[src/rtl/radix4_div_pkg.sv]
package radix4_div_pkg;

  typedef logic signed [2:0] qdig_t;

  typedef enum logic [1:0] {
    PH_IDLE,
    PH_LOAD,
    PH_STEP,
    PH_REM
  } phase_e;

  localparam int EST_W = 7;

  // selection thresholds in units of 1/16
  typedef struct packed {
    logic signed [EST_W-1:0] up2;
    logic signed [EST_W-1:0] up1;
    logic signed [EST_W-1:0] up0;
    logic signed [EST_W-1:0] upm1;
  } sel_bounds_t;

  function automatic sel_bounds_t sel_bounds(input logic [2:0] idx);
    sel_bounds_t b;
    case (idx)
      3'd0:    b = '{7'sd12, 7'sd4, -7'sd4, -7'sd13};
      3'd1:    b = '{7'sd14, 7'sd4, -7'sd6, -7'sd15};
      3'd2:    b = '{7'sd15, 7'sd4, -7'sd6, -7'sd16};
      3'd3:    b = '{7'sd16, 7'sd4, -7'sd6, -7'sd18};
      3'd4:    b = '{7'sd18, 7'sd6, -7'sd8, -7'sd20};
      3'd5:    b = '{7'sd20, 7'sd6, -7'sd8, -7'sd20};
      3'd6:    b = '{7'sd20, 7'sd8, -7'sd8, -7'sd22};
      default: b = '{7'sd22, 7'sd8, -7'sd8, -7'sd24};
    endcase
    return b;
  endfunction

endpackage

[src/rtl/radix4_div_ctrl.sv]
module radix4_div_ctrl
  import radix4_div_pkg::*;
#(
  parameter int NUM_DIGITS = 28
) (
  input  logic clk_i,
  input  logic rst_ni,
  input  logic start_i,
  output logic ready_o,
  output logic load_o,
  output logic use_x_o,
  output logic step_o,
  output logic digit_valid_o,
  output logic last_o,
  output logic rem_en_o
);

  localparam int CNT_W = (NUM_DIGITS > 1) ? $clog2(NUM_DIGITS) : 1;
  localparam logic [CNT_W-1:0] CNT_LAST = CNT_W'(NUM_DIGITS - 1);

  phase_e           phase_q, phase_d;
  logic [CNT_W-1:0] cnt_q, cnt_d;
  logic             accept, at_last;

  assign accept  = (phase_q == PH_IDLE) && start_i;
  assign at_last = (phase_q == PH_STEP) && (cnt_q == CNT_LAST);

  always_comb begin
    phase_d = phase_q;
    cnt_d   = cnt_q;
    unique case (phase_q)
      PH_IDLE: if (start_i) phase_d = PH_LOAD;
      PH_LOAD: begin
        phase_d = PH_STEP;
        cnt_d   = '0;
      end
      PH_STEP: begin
        if (at_last) phase_d = PH_REM;
        else         cnt_d   = cnt_q + 1'b1;
      end
      PH_REM:  phase_d = PH_IDLE;
      default: phase_d = PH_IDLE;
    endcase
  end

  always_ff @(posedge clk_i or negedge rst_ni) begin
    if (!rst_ni) begin
      phase_q <= PH_IDLE;
      cnt_q   <= '0;
    end else begin
      phase_q <= phase_d;
      cnt_q   <= cnt_d;
    end
  end

  assign ready_o       = (phase_q == PH_IDLE);
  assign load_o        = accept;
  assign use_x_o       = (phase_q == PH_LOAD);
  assign step_o        = (phase_q == PH_LOAD) || (phase_q == PH_STEP);
  assign digit_valid_o = (phase_q == PH_STEP);
  assign last_o        = at_last;
  assign rem_en_o      = (phase_q == PH_REM);

endmodule

[src/rtl/radix4_div_sel.sv]
module radix4_div_sel
  import radix4_div_pkg::*;
(
  input  logic [EST_W-1:0] sum_top_i,
  input  logic [EST_W-1:0] car_top_i,
  input  logic [2:0]       d_idx_i,
  output qdig_t            q_o
);

  logic signed [EST_W-1:0] est;
  sel_bounds_t             bnd;

  // short assimilation of the truncated estimate, wraps mod 2^7
  assign est = signed'(sum_top_i + car_top_i);
  assign bnd = sel_bounds(d_idx_i);

  always_comb begin
    if      (est >= bnd.up2)  q_o = 3'sd2;
    else if (est >= bnd.up1)  q_o = 3'sd1;
    else if (est >= bnd.up0)  q_o = 3'sd0;
    else if (est >= bnd.upm1) q_o = -3'sd1;
    else                      q_o = -3'sd2;
  end

endmodule

[src/rtl/radix4_div_recur.sv]
module radix4_div_recur
  import radix4_div_pkg::*;
#(
  parameter int MANT_W = 53
) (
  input  logic              clk_i,
  input  logic              rst_ni,
  input  logic              load_i,
  input  logic              step_i,
  input  logic              use_x_i,
  input  logic [MANT_W-1:0] x_i,
  input  logic [MANT_W-1:0] d_i,
  output qdig_t             q_o,
  output logic [MANT_W+2:0] sum_o,
  output logic [MANT_W+2:0] car_o
);

  localparam int W_W = MANT_W + 3;  // sign + (MANT_W+2) fraction bits

  logic [MANT_W-1:0] x_q, d_q;
  logic [W_W-1:0]    sum_q, car_q;
  qdig_t             q_q, q_nxt;

  logic [W_W-1:0] x_ext, d_ext, opnd, mag, mult;
  logic [W_W-1:0] a_in, b_in, sum_n, car_n, maj;
  logic           two_x, do_sub, do_zero;
  logic [2:0]     d_idx;

  always_ff @(posedge clk_i or negedge rst_ni) begin
    if (!rst_ni) begin
      x_q <= '0;
      d_q <= '0;
    end else if (load_i) begin
      x_q <= x_i;
      d_q <= d_i;
    end
  end

  // operand alignment: x enters as x/4, d aligned to the fraction grid
  assign x_ext = {3'b000, x_q};
  assign d_ext = {1'b0, d_q, 2'b00};

  // select changes once per operation, outside the digit loop
  assign opnd = use_x_i ? x_ext : d_ext;

  assign two_x   = !use_x_i && ((q_q == 3'sd2) || (q_q == -3'sd2));
  assign do_sub  = !use_x_i && !q_q[2] && (q_q != 3'sd0);
  assign do_zero = !use_x_i && (q_q == 3'sd0);

  assign mag  = two_x ? {opnd[W_W-2:0], 1'b0} : opnd;
  assign mult = do_zero ? '0 : (do_sub ? ~mag : mag);

  // 3:2 compression of 4*ws, 4*wc and the multiple
  assign a_in  = {sum_q[W_W-3:0], 2'b00};
  assign b_in  = {car_q[W_W-3:0], 2'b00};
  assign sum_n = a_in ^ b_in ^ mult;
  assign maj   = (a_in & b_in) | (a_in & mult) | (b_in & mult);
  assign car_n = {maj[W_W-2:0], do_sub};

  assign d_idx = d_q[MANT_W-2 -: 3];

  radix4_div_sel i_sel (
    .sum_top_i (sum_n[W_W-1 -: EST_W]),
    .car_top_i (car_n[W_W-1 -: EST_W]),
    .d_idx_i   (d_idx),
    .q_o       (q_nxt)
  );

  always_ff @(posedge clk_i or negedge rst_ni) begin
    if (!rst_ni) begin
      sum_q <= '0;
      car_q <= '0;
      q_q   <= 3'sd0;
    end else if (load_i) begin
      sum_q <= '0;
      car_q <= '0;
      q_q   <= 3'sd1;
    end else if (step_i) begin
      sum_q <= sum_n;
      car_q <= car_n;
      q_q   <= q_nxt;
    end
  end

  assign q_o   = q_q;
  assign sum_o = sum_q;
  assign car_o = car_q;

endmodule

[src/rtl/radix4_div_szd.sv]
module radix4_div_szd #(
  parameter int W_W = 56
) (
  input  logic           en_i,
  input  logic [W_W-1:0] sum_i,
  input  logic [W_W-1:0] car_i,
  output logic           neg_o,
  output logic           zero_o
);

  logic [W_W-1:0] s_g, c_g, tot;

  // inputs parked at zero outside the remainder cycle
  assign s_g = en_i ? sum_i : '0;
  assign c_g = en_i ? car_i : '0;
  assign tot = s_g + c_g;

  assign neg_o  = en_i && tot[W_W-1];
  assign zero_o = en_i && (tot == '0);

endmodule

[src/rtl/radix4_div_core.sv]
module radix4_div_core
  import radix4_div_pkg::*;
#(
  parameter int MANT_W     = 53,
  parameter int NUM_DIGITS = 28
) (
  input  logic              clk_i,
  input  logic              rst_ni,
  input  logic              start_i,
  input  logic [MANT_W-1:0] dividend_i,
  input  logic [MANT_W-1:0] divisor_i,
  output logic              ready_o,
  output logic              digit_valid_o,
  output logic [2:0]        digit_o,
  output logic              last_o,
  output logic              rem_valid_o,
  output logic              rem_neg_o,
  output logic              rem_zero_o
);

  localparam int W_W = MANT_W + 3;

  logic           load, use_x, step, rem_en;
  qdig_t          q_cur;
  logic [W_W-1:0] res_sum, res_car;

  radix4_div_ctrl #(
    .NUM_DIGITS (NUM_DIGITS)
  ) i_ctrl (
    .clk_i         (clk_i),
    .rst_ni        (rst_ni),
    .start_i       (start_i),
    .ready_o       (ready_o),
    .load_o        (load),
    .use_x_o       (use_x),
    .step_o        (step),
    .digit_valid_o (digit_valid_o),
    .last_o        (last_o),
    .rem_en_o      (rem_en)
  );

  radix4_div_recur #(
    .MANT_W (MANT_W)
  ) i_recur (
    .clk_i   (clk_i),
    .rst_ni  (rst_ni),
    .load_i  (load),
    .step_i  (step),
    .use_x_i (use_x),
    .x_i     (dividend_i),
    .d_i     (divisor_i),
    .q_o     (q_cur),
    .sum_o   (res_sum),
    .car_o   (res_car)
  );

  radix4_div_szd #(
    .W_W (W_W)
  ) i_szd (
    .en_i   (rem_en),
    .sum_i  (res_sum),
    .car_i  (res_car),
    .neg_o  (rem_neg_o),
    .zero_o (rem_zero_o)
  );

  assign digit_o     = q_cur;
  assign rem_valid_o = rem_en;

endmodule

[config.mk]
export PLATFORM = sky130hd
export DESIGN_NAME = radix4_div_core
export DESIGN_NICKNAME = d
export VERILOG_FILES = /design/src/rtl/radix4_div_pkg.sv /design/src/rtl/radix4_div_ctrl.sv /design/src/rtl/radix4_div_sel.sv /design/src/rtl/radix4_div_recur.sv /design/src/rtl/radix4_div_szd.sv /design/src/rtl/radix4_div_core.sv
export SDC_FILE = /design/constraint.sdc
export NUM_CORES = 1
export LEC_CHECK = 0
export ABC_AREA = 0
export BUFFER_PORTS_ARGS = -buffer_cell sky130_fd_sc_hd__buf_2
export CORE_MARGIN = 4
export CORE_UTILIZATION = 50
export CTS_BUF_LIST = sky130_fd_sc_hd__clkbuf_8
export DETAILED_ROUTE_END_ITERATION = 8
export PLACE_DENSITY = 0.68
export REMOVE_ABC_BUFFERS = 1
export SETUP_SLACK_MARGIN = 0.1
export SYNTH_ARGS = -nofsm -noshare
export SYNTH_HDL_FRONTEND = slang
export SYNTH_SLANG_ARGS = --single-unit
[constraint.sdc]
create_clock -name clk_i -period 6.6 [get_ports clk_i]
set_input_delay 0.33 -clock clk_i [delete_from_list [all_inputs] [get_ports clk_i]]
set_output_delay 0.33 -clock clk_i [all_outputs]
set_load 0.005 [all_outputs]
==> metrics.txt, run 1 <==
# TYPE chip_impl_metric gauge
chip_impl_metric{name="start_util",unit="%"} 51.3
chip_impl_metric{name="avgSynthCellArea",unit="sq um"} 8.57
chip_impl_metric{name="synth-edff-count",unit=""} 0
chip_impl_metric{name="fillCellCount",unit=""} 3005
chip_impl_metric{name="detailroute.via_count",unit=""} 14100
chip_impl_info{name="synth_top_flop_cell",value="sky130_fd_sc_hd__dfrtp_1"} 1
chip_impl_info{name="cp_slowest_cell",value="sky130_fd_sc_hd__ha_2"} 1
chip_impl_metric{name="grt.total_usage",unit="%"} 23.9
chip_impl_metric{name="grt_pass1_wl",unit="microns"} 72800
chip_impl_metric{name="synthDistinctLibCells",unit=""} 78
chip_impl_metric{name="clkSlewWorstSetupHoldPaths",unit="ns"} 0.06
chip_impl_metric{name="cts_post_setup_buffers_inserted",unit=""} 0
chip_impl_metric{name="route.detailed.drc",unit=""} 0
chip_impl_metric{name="clkSinkCount",unit=""} 226
chip_impl_metric{name="antennaDiodeCount",unit=""} 0
chip_impl_metric{name="ys_warn_count",unit=""} 0
chip_impl_metric{name="dp_cells",unit=""} 2420
chip_impl_metric{name="floorplan.io_pins",unit=""} 118
chip_impl_info{name="hold_path_class",value="in -> reg"} 1
chip_impl_metric{name="worst_slew_margin_rel",unit="%"} 19.0
chip_impl_metric{name="critical_path_arrival",unit="ns"} 5.59
chip_impl_metric{name="clockBufferDepth",unit=""} 3
chip_impl_info{name="critical_path_start_end_classification",value="reg -> out"} 1
chip_impl_metric{name="detail-route-antenna-nets",unit=""} 0
chip_impl_metric{name="dp_hpwl",unit="microns"} 30200
chip_impl_info{name="status",value="finished clean"} 1
chip_impl_metric{name="placement.io_buffers",unit=""} 117
chip_impl_metric{name="detailed_route_wl",unit="microns"} 43100
chip_impl_metric{name="critPathMaxStageDelay",unit="ns"} 0.79
chip_impl_metric{name="final-seq-area",unit="sq um"} 5660
chip_impl_metric{name="layout-area-overhead-vs-synth",unit="%"} 16.2
chip_impl_metric{name="ys_seq_elements",unit=""} 226
chip_impl_metric{name="async_reset_ff_share",unit="%"} 100
chip_impl_metric{name="timing_hold_violations_final",unit=""} 0
chip_impl_metric{name="netlist_area",unit="sq um"} 16900
chip_impl_metric{name="slew_violations",unit=""} 0
chip_impl_metric{name="detailedRoute.firstIterationViolations",unit=""} 830
chip_impl_metric{name="power_density",unit="nW/um^2"} 531
chip_impl_metric{name="drtPass1Iterations",unit=""} 5
chip_impl_metric{name="final.setup.tns",unit="ns"} 0
chip_impl_metric{name="floorplan.die_area",unit="sq um"} 36700
chip_impl_metric{name="cap_viol_max_count",unit=""} 0
chip_impl_metric{name="min_period",unit="ns"} 5.92
chip_impl_metric{name="routed_wire_length_per_instance",unit="microns"} 16.6
chip_impl_metric{name="clkLatencyLatePin",unit="ns"} 0.58
chip_impl_info{name="rsz0062_at_grt",value="no"} 1
chip_impl_metric{name="final_layout_size_suffix_gt1_share",unit="%"} 10.3
chip_impl_metric{name="fp-row-count",unit=""} 66
chip_impl_metric{name="achievable-frequency",unit="MHz"} 169
chip_impl_info{name="tritoncts",value="done"} 1
chip_impl_metric{name="global_route.overflow_total",unit=""} 0
chip_impl_metric{name="worst_path_required_time",unit="ns"} 6.27
chip_impl_metric{name="timing.critical_path.fanout_max",unit=""} 67
chip_impl_metric{name="finish.net_count",unit=""} 2371
chip_impl_metric{name="die_height",unit="microns"} 192
chip_impl_metric{name="coreArea",unit="sq um"} 32900
chip_impl_metric{name="final_cells",unit=""} 2597
chip_impl_metric{name="via_per_inst",unit=""} 5.41
chip_impl_info{name="clk_root_buffer_cell",value="sky130_fd_sc_hd__clkbuf_8"} 1
chip_impl_metric{name="area_of_the_multi_input_gates",unit="sq um"} 10600
chip_impl_metric{name="cts_made_buffers",unit=""} 43
chip_impl_metric{name="grt_start_max_net_pins",unit=""} 169
chip_impl_metric{name="die_x",unit="microns"} 192
chip_impl_metric{name="cts-htree-levels",unit=""} 2
chip_impl_metric{name="clock-skew-final",unit="ns"} 0.0340
chip_impl_metric{name="grt_pass1_vias",unit=""} 14400
chip_impl_metric{name="max-vdd-ir-drop",unit="V"} 0.000493
chip_impl_metric{name="cell_leakage_power",unit="nW"} 9.94
chip_impl_metric{name="grt_antenna_before_repair",unit=""} 0
chip_impl_metric{name="synth.yosys.seq_area_share",unit="%"} 33.5
chip_impl_metric{name="report.final.setup_viol",unit=""} 0
chip_impl_metric{name="post-route-period-util",unit="%"} 89.8
chip_impl_metric{name="timing_worst_slew_pin_value",unit="ns"} 1.21
chip_impl_info{name="setup.worst_path.start_class",value="flop"} 1
chip_impl_info{name="worstSetupEndpointType",value="output port"} 1
chip_impl_metric{name="cts_repair_resize_count",unit=""} 0
chip_impl_info{name="path_cells",value="ha_2, buf_4, and2_1, ha_1, a211oi_1, nor3_1, a311o_1, nor4_1, nand4_1, a2111oi_1, nand4_1, nor4_1, nand4_1, a2111oi_2, buf_2"} 1
chip_impl_metric{name="syn-instance-count",unit=""} 1967
chip_impl_info{name="critical_path.most_common_cell",value="sky130_fd_sc_hd__nand4_1"} 1
chip_impl_metric{name="finalWeightedCongestion",unit=""} 0.975
## worst max-delay path: cells and delay by family, from the launching register on
kind                     cells  cell delay, ns
flip-flops                   1            0.43
buffers and inverters        2            0.61
AND/OR/NAND/NOR              7            1.52
adder cells (fa/ha/maj)      2            1.11
AO/OA/AOI/OAI                4            1.31
## layer usage
| layer | track usage (%) | up-vias | wire length [microns] |
|---|---|---|---|
| li1 | - | 7003 | - |
| met1 | 33.5 | 6719 | 20600 |
| met2 | 39.2 | 269 | 19800 |
| met3 | 3.38 | 66 | 1700 |
| met4 | 6.22 | 0 | 992 |
| met5 | 0 | - | 0 |
## cells in the final DEF, fill, tap and decap left out, types with 4 or more instances in the layout
| master | instances |
|---|---|
| sky130_fd_sc_hd__nor4_1 | 7 |
| sky130_fd_sc_hd__or3_1 | 5 |
| sky130_fd_sc_hd__dlygate4sd3_1 | 105 |
| sky130_fd_sc_hd__o22ai_1 | 5 |
| sky130_fd_sc_hd__dfrtp_1 | 226 |
| sky130_fd_sc_hd__nor2b_1 | 11 |
| sky130_fd_sc_hd__xnor2_1 | 22 |
| sky130_fd_sc_hd__buf_4 | 10 |
| sky130_fd_sc_hd__and2_1 | 113 |
| sky130_fd_sc_hd__xor2_1 | 20 |
| sky130_fd_sc_hd__nor3b_1 | 4 |
| sky130_fd_sc_hd__clkbuf_8 | 51 |
| sky130_fd_sc_hd__inv_1 | 73 |
| sky130_fd_sc_hd__buf_2 | 116 |
| sky130_fd_sc_hd__a21o_1 | 24 |
| sky130_fd_sc_hd__mux2_2 | 9 |
| sky130_fd_sc_hd__nand3_1 | 23 |
| sky130_fd_sc_hd__nand2_1 | 390 |
| sky130_fd_sc_hd__a31oi_1 | 11 |
| sky130_fd_sc_hd__and3_1 | 10 |
| sky130_fd_sc_hd__o21ai_0 | 58 |
| sky130_fd_sc_hd__a21boi_0 | 4 |
| sky130_fd_sc_hd__nor3_1 | 15 |
| sky130_fd_sc_hd__a21oi_1 | 124 |
| sky130_fd_sc_hd__nand2b_1 | 19 |
| sky130_fd_sc_hd__o211ai_1 | 10 |
| sky130_fd_sc_hd__fa_1 | 52 |
| sky130_fd_sc_hd__a211oi_1 | 11 |
| sky130_fd_sc_hd__o2111ai_1 | 5 |
| sky130_fd_sc_hd__a211o_1 | 5 |
| sky130_fd_sc_hd__nor2_1 | 208 |
| sky130_fd_sc_hd__o21bai_1 | 10 |
| sky130_fd_sc_hd__o21a_1 | 12 |
| sky130_fd_sc_hd__ha_1 | 79 |
| sky130_fd_sc_hd__mux2i_1 | 209 |
| sky130_fd_sc_hd__nand4_1 | 22 |
## cell usage after synthesis (4+ instances only)
cell	number	share of area, %
sky130_fd_sc_hd__a211o_1	5	0.26
sky130_fd_sc_hd__a211oi_1	11	0.49
sky130_fd_sc_hd__a21boi_0	4	0.18
sky130_fd_sc_hd__a21o_1	24	1.1
sky130_fd_sc_hd__a21oi_1	124	3.7
sky130_fd_sc_hd__a31oi_1	11	0.41
sky130_fd_sc_hd__and2_1	114	4.2
sky130_fd_sc_hd__and3_1	10	0.37
sky130_fd_sc_hd__buf_1	6	0.13
sky130_fd_sc_hd__buf_2	10	0.30
sky130_fd_sc_hd__clkbuf_1	99	2.2
sky130_fd_sc_hd__dfrtp_1	226	34
sky130_fd_sc_hd__fa_1	52	6.2
sky130_fd_sc_hd__ha_1	82	6.1
sky130_fd_sc_hd__inv_1	57	1.3
sky130_fd_sc_hd__mux2_2	9	0.60
sky130_fd_sc_hd__mux2i_1	209	12
sky130_fd_sc_hd__nand2_1	391	8.7
sky130_fd_sc_hd__nand2b_1	19	0.70
sky130_fd_sc_hd__nand3_1	23	0.68
sky130_fd_sc_hd__nand4_1	22	0.82
sky130_fd_sc_hd__nor2_1	210	4.7
sky130_fd_sc_hd__nor2b_1	11	0.41
sky130_fd_sc_hd__nor3_1	15	0.45
sky130_fd_sc_hd__nor3b_1	4	0.18
sky130_fd_sc_hd__nor4_1	7	0.26
sky130_fd_sc_hd__o2111ai_1	5	0.26
sky130_fd_sc_hd__o211ai_1	10	0.45
sky130_fd_sc_hd__o21a_1	12	0.53
sky130_fd_sc_hd__o21ai_0	58	1.7
sky130_fd_sc_hd__o21bai_1	10	0.45
sky130_fd_sc_hd__o22ai_1	5	0.19
sky130_fd_sc_hd__or3_1	5	0.19
sky130_fd_sc_hd__xnor2_1	22	1.1
sky130_fd_sc_hd__xor2_1	20	1.0
## power by group
part	internal (W)	total [W]	leakage (nW)	switching, W
logic	0.00282	0.00647	6.60	0.00365
clock network	0.000734	0.00135	0.479	0.000614
registers	0.00203	0.00258	2.86	0.000550
## path summary, 6_finish.rpt
check                                                   start                            end  slack (ns)  cells past startpoint
min in group asynchronous                              rst_ni    i_recur.x_q[17]$_DFFE_PN0P_        0.35                      2
max in group asynchronous                              rst_ni  i_recur.sum_o[39]$_DFFE_PN0P_        5.07                      3
worst min-delay path                            dividend_i[0]     i_recur.x_q[0]$_DFFE_PN0P_        0.05                      3
worst min register to register    i_recur.x_q[35]$_DFFE_PN0P_    i_recur.x_q[35]$_DFFE_PN0P_        0.47                      2
worst max-delay path            i_ctrl.phase_q[0]$_DFFE_PN0P_                     rem_zero_o        0.68                     15
worst max register to register  i_ctrl.phase_q[1]$_DFFE_PN0P_     i_recur.q_o[0]$_DFFE_PN0P_        1.59                     18
## metrics by stage
| step | area, sq um | hold WS, ns | util (%) | setup slack, ns | total power (W) |
|---|---|---|---|---|---|
| floorplan | 16400 | 0.0344 | - | -1.90 | 0.00772 |
| global placement | 17700 | 0.424 | 53.9 | 1.47 | 0.00885 |
| detailed placement | 17700 | 0.422 | 53.9 | 1.30 | 0.00905 |
| CTS | 19600 | 0.0271 | 59.6 | 0.641 | 0.0105 |
| global route | 19600 | 0.0366 | 59.6 | 0.174 | 0.0116 |
| finish | 19600 | 0.0501 | 59.6 | 0.676 | 0.0104 |
## what timing repair did
| action | CTS | global route |
|---|---|---|
| hold endpoints to repair | 208 | 0 |
| hold buffers | 105 | 0 |
| setup endpoints to repair | 0 | 0 |
## state kept, by name, summed over array words and instances (netlist names)
name,cells
i_ctrl.phase_q,2
i_recur.car_o,54
i_recur.sum_o,56
i_recur.x_q,53
i_recur.d_q,53
i_ctrl.cnt_q,5
i_recur.q_o,3
## cell families (layout without fill, tap and decap cells)
logic type,Yosys count,after routing,share of synthesized area (%)
muxes,218,218,13.0
DFF,226,226,33.5
AOI/OAI and AO/OA,324,324,12.4
buffers and inverters,175,363,4.03
xor gates and xnor gates,42,42,2.18
adders and majority gates,134,134,12.3
and+or+nand+nor,848,848,22.6
## layout make-up
cell class	instances	area share, %
clock inverters	21	0.594
repair buffers	234	8.99
inverters	57	1.09
well taps	442	2.82
multi-input cells	1566	54.1
flip-flops and latches	226	28.9
clock buffers	51	3.58
(Power assumes the default switching activity.)
==> run 2, diff against run 1 <==
--- a/constraint.sdc
+++ b/constraint.sdc
@@ -3,2 +3,2 @@
 set_output_delay 0.33 -clock clk_i [all_outputs]
-set_load 0.005 [all_outputs]
+set_load 0.02 [all_outputs]
==> run 2 against run 1 <==
Highest routed layer unchanged. Clock power shrank 7%. Design area shrank 0.25%. Utilization shrank 0.15 points. Critical path depth grew 1. Critical endpoint unchanged. Largest power group unchanged. Die area is the same. Clock skew shrank 0.00086 ns. Power shrank 0.33%.
==> metrics.txt, run 2 (synthesis gave the netlist of run 1 again) <==
# TYPE chip_impl_metric gauge
chip_impl_info{name="status",value="finished clean"} 1
chip_impl_metric{name="global_route.overflow_total",unit=""} 0
chip_impl_metric{name="cap_viol_max_count",unit=""} 0
chip_impl_metric{name="reg2reg_setup_slack",unit="ns"} 1.59
chip_impl_metric{name="achievable-frequency",unit="MHz"} 173
chip_impl_metric{name="start_util",unit="%"} 51.3
chip_impl_metric{name="cts_post_setup_buffers_inserted",unit=""} 0
chip_impl_metric{name="detailed_route_wl",unit="microns"} 43100
chip_impl_metric{name="power_switching_share",unit="%"} 46.6
chip_impl_info{name="mostFrequentLayoutCell",value="sky130_fd_sc_hd__nand2_1"} 1
chip_impl_info{name="commonest_non_fill_non_tap_cells_in_the_layout",value="sky130_fd_sc_hd__nand2_1 (390), sky130_fd_sc_hd__dfrtp_1 (226), sky130_fd_sc_hd__mux2i_1 (209)"} 1
chip_impl_metric{name="detail-route-antenna-nets",unit=""} 0
chip_impl_metric{name="layout-area-overhead-vs-synth",unit="%"} 15.9
chip_impl_metric{name="die_x",unit="microns"} 192
chip_impl_metric{name="dp_hpwl",unit="microns"} 30200
chip_impl_metric{name="finalWeightedCongestion",unit=""} 0.927
chip_impl_metric{name="via_per_inst",unit=""} 5.43
chip_impl_metric{name="grt.total_usage",unit="%"} 23.8
chip_impl_metric{name="cell_leakage_power",unit="nW"} 9.90
chip_impl_metric{name="worst_path_required_time",unit="ns"} 6.27
chip_impl_metric{name="drtPass1Iterations",unit=""} 5
chip_impl_metric{name="grt_start_max_net_pins",unit=""} 171
chip_impl_metric{name="clkSinkCount",unit=""} 226
chip_impl_metric{name="floorplan.die_area",unit="sq um"} 36700
chip_impl_metric{name="clock-skew-final",unit="ns"} 0.0332
chip_impl_metric{name="pwr-share-seq",unit="%"} 25.0
chip_impl_metric{name="min_period",unit="ns"} 5.79
chip_impl_info{name="worstSetupStartpoint",value="i_ctrl.phase_q[0]$_DFFE_PN0P_"} 1
chip_impl_metric{name="clockBufferDepth",unit=""} 3
chip_impl_metric{name="slew_violations",unit=""} 0
chip_impl_metric{name="cts_made_buffers",unit=""} 41
chip_impl_metric{name="grt_pass1_wl",unit="microns"} 72700
chip_impl_metric{name="placement.io_buffers",unit=""} 117
chip_impl_metric{name="post-route-period-util",unit="%"} 87.8
chip_impl_metric{name="depth_of_the_worst_register_to_register_path",unit=""} 21
chip_impl_info{name="clk_root_buffer_cell",value="sky130_fd_sc_hd__clkbuf_8"} 1
chip_impl_metric{name="worst_slew_margin_rel",unit="%"} 40.2
chip_impl_info{name="tritoncts",value="done"} 1
chip_impl_info{name="r2r-start",value="i_ctrl.phase_q[1]$_DFFE_PN0P_"} 1
chip_impl_metric{name="die_height",unit="microns"} 192
chip_impl_metric{name="comb_power_share",unit="%"} 62.8
chip_impl_metric{name="timing_worst_slew_pin_value",unit="ns"} 0.898
chip_impl_metric{name="hold-worst-slack",unit="ns"} 0.0557
chip_impl_metric{name="cts-htree-levels",unit=""} 2
chip_impl_metric{name="finish.net_count",unit=""} 2368
chip_impl_metric{name="critical_path_arrival",unit="ns"} 5.46
chip_impl_metric{name="final.setup.tns",unit="ns"} 0
chip_impl_info{name="setup.worst_path.start_class",value="flop"} 1
chip_impl_metric{name="clkSlewWorstSetupHoldPaths",unit="ns"} 0.06
chip_impl_metric{name="p_int",unit="W"} 0.00553
chip_impl_metric{name="max-vdd-ir-drop",unit="V"} 0.000372
chip_impl_info{name="rsz0062_at_grt",value="no"} 1
chip_impl_info{name="worstSetupEndpointType",value="output port"} 1
chip_impl_metric{name="coreArea",unit="sq um"} 32900
chip_impl_metric{name="grt_pass1_vias",unit=""} 14200
chip_impl_metric{name="antennaDiodeCount",unit=""} 0
chip_impl_metric{name="detailedRoute.firstIterationViolations",unit=""} 744
chip_impl_metric{name="grt_antenna_before_repair",unit=""} 0
chip_impl_metric{name="routed_wire_length_per_instance",unit="microns"} 16.6
chip_impl_metric{name="switching_power",unit="W"} 0.00483
chip_impl_metric{name="largest_register_ffs",unit=""} 56
chip_impl_metric{name="final_layout_size_suffix_gt1_share",unit="%"} 10.3
chip_impl_metric{name="clkLatencyLatePin",unit="ns"} 0.57
chip_impl_info{name="critical_path.endpoint",value="rem_zero_o"} 1
chip_impl_metric{name="route.detailed.drc",unit=""} 0
chip_impl_metric{name="timing_hold_violations_final",unit=""} 0
chip_impl_metric{name="clock_power_share",unit="%"} 12.2
chip_impl_metric{name="floorplan.io_pins",unit=""} 118
chip_impl_metric{name="report.final.setup_viol",unit=""} 0
chip_impl_metric{name="detailroute.via_count",unit=""} 14100
chip_impl_info{name="hold_path_class",value="in -> reg"} 1
chip_impl_metric{name="fp-row-count",unit=""} 66
chip_impl_metric{name="timing.critical_path.fanout_max",unit=""} 61
chip_impl_info{name="worstReg2RegEnd",value="i_recur.q_o[0]$_DFFE_PN0P_"} 1
chip_impl_metric{name="power_density",unit="nW/um^2"} 530
chip_impl_info{name="critical_path_start_end_classification",value="reg -> out"} 1
## run 2: cell count changes in the layout (fill, tap and decap cells not counted)
cell,previous run,this run
sky130_fd_sc_hd__clkinvlp_4,1,0
sky130_fd_sc_hd__clkinv_2,2,6
sky130_fd_sc_hd__buf_12,2,3
sky130_fd_sc_hd__ha_2,1,0
sky130_fd_sc_hd__buf_4,10,8
sky130_fd_sc_hd__bufinv_16,1,0
sky130_fd_sc_hd__ha_4,2,3
sky130_fd_sc_hd__inv_1,73,68
sky130_fd_sc_hd__clkbuf_8,51,49
## run 2: worst min-delay path by stage
| stage | startpoint | to | slack [ns] | cells past startpoint |
|---|---|---|---|---|
| floorplan | rst_ni | i_ctrl.cnt_q[0]$_DFFE_PN0P_ | 0.03 | 0 |
| global placement | rst_ni | i_recur.x_q[17]$_DFFE_PN0P_ | 0.42 | 1 |
| global route | dividend_i[1] | i_recur.x_q[1]$_DFFE_PN0P_ | 0.02 | 3 |
| detailed placement | rst_ni | i_recur.d_q[15]$_DFFE_PN0P_ | 0.42 | 1 |
| CTS | dividend_i[1] | i_recur.x_q[1]$_DFFE_PN0P_ | 0.02 | 3 |
| finish | dividend_i[1] | i_recur.x_q[1]$_DFFE_PN0P_ | 0.06 | 3 |
## run 2: through the flow
step	power, W	cell area [sq um]	worst slack, ns	instances	utilization [%]
5_1_grt	0.0115	19500	0.380	2591	59.5
4_1_cts	0.0105	19500	0.591	2591	59.4
2_1_floorplan	0.00774	16400	-1.90	1849	-
3_3_place_gp	0.00886	17700	1.33	2419	53.9
3_5_place_dp	0.00908	17700	1.20	2419	53.9
6_report	0.0104	19500	0.807	2591	59.5
## run 2: timing repair
item                       4_1_cts  5_1_grt
gates resized for setup          0        1
hold buffers                   105        0
setup endpoints to repair        0        1
hold endpoints to repair       209        0
## run 2: final cells by class
type | instances | area, sq um
clock buffer | 49 | 674
clock inverter | 18 | 80.1
fill | 2985 | 13300
inverter | 57 | 214
multi-input combinational | 1566 | 10600
sequential | 226 | 5660
tap | 442 | 553
timing repair buffer | 233 | 1770
## run 2: layer usage
layer	routed length (microns)	track usage, %	share of wire [%]	vias up
met5	0	0	0	-
met4	667	4.83	1.5	0
met3	1550	3.05	3.6	52
met2	20300	39.1	47	246
met1	20600	34.0	48	6785
li1	-	-	-	6997
## run 2: critical path, cell delays in order, from the launching register on
cell and delay [ns]:
sky130_fd_sc_hd__dfrtp_1 0.46, sky130_fd_sc_hd__ha_4 0.33, sky130_fd_sc_hd__buf_12 0.24, sky130_fd_sc_hd__and2_1 0.18
sky130_fd_sc_hd__ha_1 0.21, sky130_fd_sc_hd__ha_1 0.23, sky130_fd_sc_hd__a41oi_2 0.28, sky130_fd_sc_hd__o221ai_2 0.18
sky130_fd_sc_hd__a221oi_2 0.48, sky130_fd_sc_hd__o21ai_0 0.26, sky130_fd_sc_hd__nor3b_1 0.20, sky130_fd_sc_hd__a2111oi_0 0.50
sky130_fd_sc_hd__nand4_1 0.18, sky130_fd_sc_hd__nor4_1 0.32, sky130_fd_sc_hd__nand4_1 0.20, sky130_fd_sc_hd__a2111oi_2 0.34
sky130_fd_sc_hd__buf_2 0.24
## run 2: power groups by stage
| stage | clock (W) | sequential, W | combinational (W) |
|---|---|---|---|
| after global placement | 0 | 0.00259 | 0.00627 |
| after floorplan | 0 | 0.00244 | 0.00530 |
| after CTS | 0.00131 | 0.00259 | 0.00658 |
| after detailed placement | 0 | 0.00260 | 0.00647 |
| after global routing | 0.00137 | 0.00269 | 0.00743 |
| final | 0.00126 | 0.00259 | 0.00651 |
==> run 3, diff against run 2 <==
CORE_ASPECT_RATIO = 0.8   (was default)
GPL_ROUTABILITY_DRIVEN = 0   (was default)
==> run 3 against run 2 <==
Wire length fell by 2.9%. Worst setup slack got worse by 0.14 ns. Fmax fell by 2.3%. Utilization grew 0.15 points. Count of clock-buffer cells in the layout grew 4. Non-clock buffer count up 2. Hold slack improved by 0.34 ns. Power grew 0.55%. Global-route usage shrank 0.89 points. Clock power rose by 10%. Largest cell class unchanged. Highest routed layer unchanged.
==> metrics.txt, run 3 (synthesis gave the netlist of run 1 again) <==
# TYPE chip_impl_metric gauge
chip_impl_metric{name="final.setup.tns",unit="ns"} 0
chip_impl_metric{name="cell_leakage_power",unit="nW"} 9.97
chip_impl_metric{name="pwr-share-seq",unit="%"} 24.9
chip_impl_metric{name="placement.io_buffers",unit=""} 117
chip_impl_info{name="hold_path_class",value="in -> async"} 1
chip_impl_metric{name="floorplan.io_pins",unit=""} 118
chip_impl_metric{name="worst_path_required_time",unit="ns"} 6.27
chip_impl_metric{name="critPathMaxStageDelay",unit="ns"} 0.78
chip_impl_metric{name="via_per_inst",unit=""} 5.52
chip_impl_metric{name="detail-route-antenna-nets",unit=""} 0
chip_impl_metric{name="clockBufferDepth",unit=""} 3
chip_impl_metric{name="clock-skew-final",unit="ns"} 0.0148
chip_impl_metric{name="fillCellCount",unit=""} 2958
chip_impl_metric{name="routed_wire_length_per_instance",unit="microns"} 16.2
chip_impl_metric{name="dp_cells",unit=""} 2404
chip_impl_metric{name="grt_pass1_vias",unit=""} 13800
chip_impl_metric{name="global_route.overflow_total",unit=""} 0
chip_impl_metric{name="worst_slew_margin_rel",unit="%"} 18.0
chip_impl_metric{name="comb_power_share",unit="%"} 61.8
chip_impl_metric{name="slew_violations",unit=""} 0
chip_impl_metric{name="cts-htree-levels",unit=""} 2
chip_impl_metric{name="power.total",unit="W"} 0.0104
chip_impl_info{name="critical_path_start_end_classification",value="reg -> out"} 1
chip_impl_metric{name="fp-row-count",unit=""} 59
chip_impl_metric{name="largest_register_ffs",unit=""} 56
chip_impl_metric{name="drtPass1Iterations",unit=""} 5
chip_impl_metric{name="start_util",unit="%"} 51.2
chip_impl_metric{name="timing.critical_path.fanout_max",unit=""} 63
chip_impl_metric{name="grt_antenna_before_repair",unit=""} 0
chip_impl_metric{name="grt_pass1_wl",unit="microns"} 70200
chip_impl_info{name="worstSetupEndpointType",value="output port"} 1
chip_impl_metric{name="finish.net_count",unit=""} 2370
chip_impl_metric{name="detailedRoute.firstIterationViolations",unit=""} 1109
chip_impl_metric{name="die_height",unit="microns"} 172
chip_impl_info{name="mostFrequentLayoutCell",value="sky130_fd_sc_hd__nand2_1"} 1
chip_impl_metric{name="final_layout_size_suffix_gt1_share",unit="%"} 10.3
chip_impl_metric{name="placed_area",unit="sq um"} 17700
chip_impl_metric{name="clock_power_share",unit="%"} 13.3
chip_impl_metric{name="cts_made_buffers",unit=""} 41
chip_impl_info{name="path_cells",value="ha_2, buf_4, and2_1, ha_1, nand2_1, a21boi_1, o21ai_0, a32o_1, or4b_1, a2111oi_1, nand4_1, nor4_1, nand4_1, a2111oi_2, buf_2"} 1
chip_impl_metric{name="clkLatencyLatePin",unit="ns"} 0.56
chip_impl_metric{name="dp_hpwl",unit="microns"} 29100
chip_impl_metric{name="timing_worst_slew_pin_value",unit="ns"} 1.23
chip_impl_metric{name="finalWorstSetupSlack",unit="ns"} 0.671
chip_impl_metric{name="grt.total_usage",unit="%"} 22.9
chip_impl_info{name="timing.critical_path.max_delay_family",value="simple AND/OR/NAND/NOR gates"} 1
chip_impl_metric{name="clkSlewWorstSetupHoldPaths",unit="ns"} 0.06
chip_impl_metric{name="detailed_route_wl",unit="microns"} 41900
chip_impl_metric{name="detailroute.via_count",unit=""} 14300
chip_impl_metric{name="coreArea",unit="sq um"} 32900
chip_impl_metric{name="path_buf_inv",unit=""} 2
chip_impl_metric{name="floorplan.die_area",unit="sq um"} 36700
chip_impl_metric{name="post-route-period-util",unit="%"} 89.8
chip_impl_info{name="tritoncts",value="done"} 1
chip_impl_metric{name="timing_hold_violations_final",unit=""} 0
chip_impl_metric{name="detailedPlace.worstSlack",unit="ns"} 1.28
chip_impl_metric{name="finish.instance_area",unit="sq um"} 19600
chip_impl_info{name="commonest_non_fill_non_tap_cells_in_the_layout",value="sky130_fd_sc_hd__nand2_1 (390), sky130_fd_sc_hd__dfrtp_1 (226), sky130_fd_sc_hd__mux2i_1 (209)"} 1
chip_impl_metric{name="antennaDiodeCount",unit=""} 0
chip_impl_metric{name="max-vdd-ir-drop",unit="V"} 0.000359
chip_impl_metric{name="cap_viol_max_count",unit=""} 0
chip_impl_metric{name="power_density",unit="nW/um^2"} 531
chip_impl_metric{name="p_int",unit="W"} 0.00563
chip_impl_info{name="setup.worst_path.start_class",value="flop"} 1
chip_impl_metric{name="grt_start_max_net_pins",unit=""} 217
chip_impl_metric{name="switching_power",unit="W"} 0.00479
chip_impl_metric{name="achievable-frequency",unit="MHz"} 169
chip_impl_metric{name="clkSinkCount",unit=""} 226
chip_impl_metric{name="layout-area-overhead-vs-synth",unit="%"} 16.4
chip_impl_info{name="cp_slowest_cell",value="sky130_fd_sc_hd__ha_2"} 1
chip_impl_metric{name="power_switching_share",unit="%"} 46.0
chip_impl_metric{name="die_x",unit="microns"} 213
chip_impl_info{name="critical_path.most_common_cell",value="sky130_fd_sc_hd__nand4_1"} 1
chip_impl_metric{name="min_period",unit="ns"} 5.93
chip_impl_metric{name="route.detailed.drc",unit=""} 0
chip_impl_info{name="clk_root_buffer_cell",value="sky130_fd_sc_hd__clkbuf_8"} 1
chip_impl_info{name="status",value="finished clean"} 1
chip_impl_metric{name="final_cells",unit=""} 2584
chip_impl_metric{name="report.final.setup_viol",unit=""} 0
chip_impl_info{name="rsz0062_at_grt",value="no"} 1
chip_impl_metric{name="critical_path_arrival",unit="ns"} 5.60
[run 3: cell type report]
cell class	count	area, sq um	area share, %
Sequential cell	226	5660	28.8
Timing Repair Buffer	235	1770	9.04
Clock inverter	20	131	0.669
Inverter	57	214	1.09
Multi-Input combinational cell	1566	10600	54.0
Tap cell	427	534	2.72
Clock buffer	53	729	3.72
[run 3: path summary, 6_finish.rpt]
check | startpoint | endpoint | slack, ns | cells past startpoint
max in group asynchronous | rst_ni | i_recur.x_q[36]$_DFFE_PN0P_ | 5.00 | 3
min | rst_ni | i_recur.x_q[4]$_DFFE_PN0P_ | 0.40 | 2
max reg2reg | i_ctrl.phase_q[1]$_DFFE_PN0P_ | i_recur.q_o[0]$_DFFE_PN0P_ | 1.58 | 21
min in group clk_i | start_i | i_ctrl.phase_q[1]$_DFFE_PN0P_ | 0.41 | 5
min reg2reg | i_recur.x_q[36]$_DFFE_PN0P_ | i_recur.x_q[36]$_DFFE_PN0P_ | 0.48 | 2
max | i_ctrl.phase_q[0]$_DFFE_PN0P_ | rem_zero_o | 0.67 | 15
[run 3: metrics by stage]
stage | hold slack, ns | utilization, %
final | 0.395 | 59.6
after detailed placement | 0.450 | 53.8
after CTS | 0.365 | 59.6
after global placement | 0.440 | 53.8
after global routing | 0.447 | 59.6
after floorplan | 0.0344 | -
[run 3: repair_timing]
item / CTS / global route
buffers inserted: 0 / 0
resized for setup: 0 / 0
endpoints found under the hold margin: 216 / 0
hold buffers: 107 / 0
[run 3: routing by layer]
metal	share of wire (%)	vias up	wire length (microns)	track usage [%]
met5	0	-	0	0
met4	1.3	0	550	4.20
met3	4.9	52	2070	3.28
met2	44	396	18500	35.1
met1	50	6786	20700	35.0
li1	-	7018	-	-
[run 3: power groups by stage]
stage | logic [W] | registers [W] | clock network (W)
after global routing | 0.00741 | 0.00269 | 0.00150
final | 0.00643 | 0.00260 | 0.00139
after floorplan | 0.00530 | 0.00244 | 0
after CTS | 0.00649 | 0.00260 | 0.00144
after global placement | 0.00615 | 0.00260 | 0
after detailed placement | 0.00640 | 0.00262 | 0
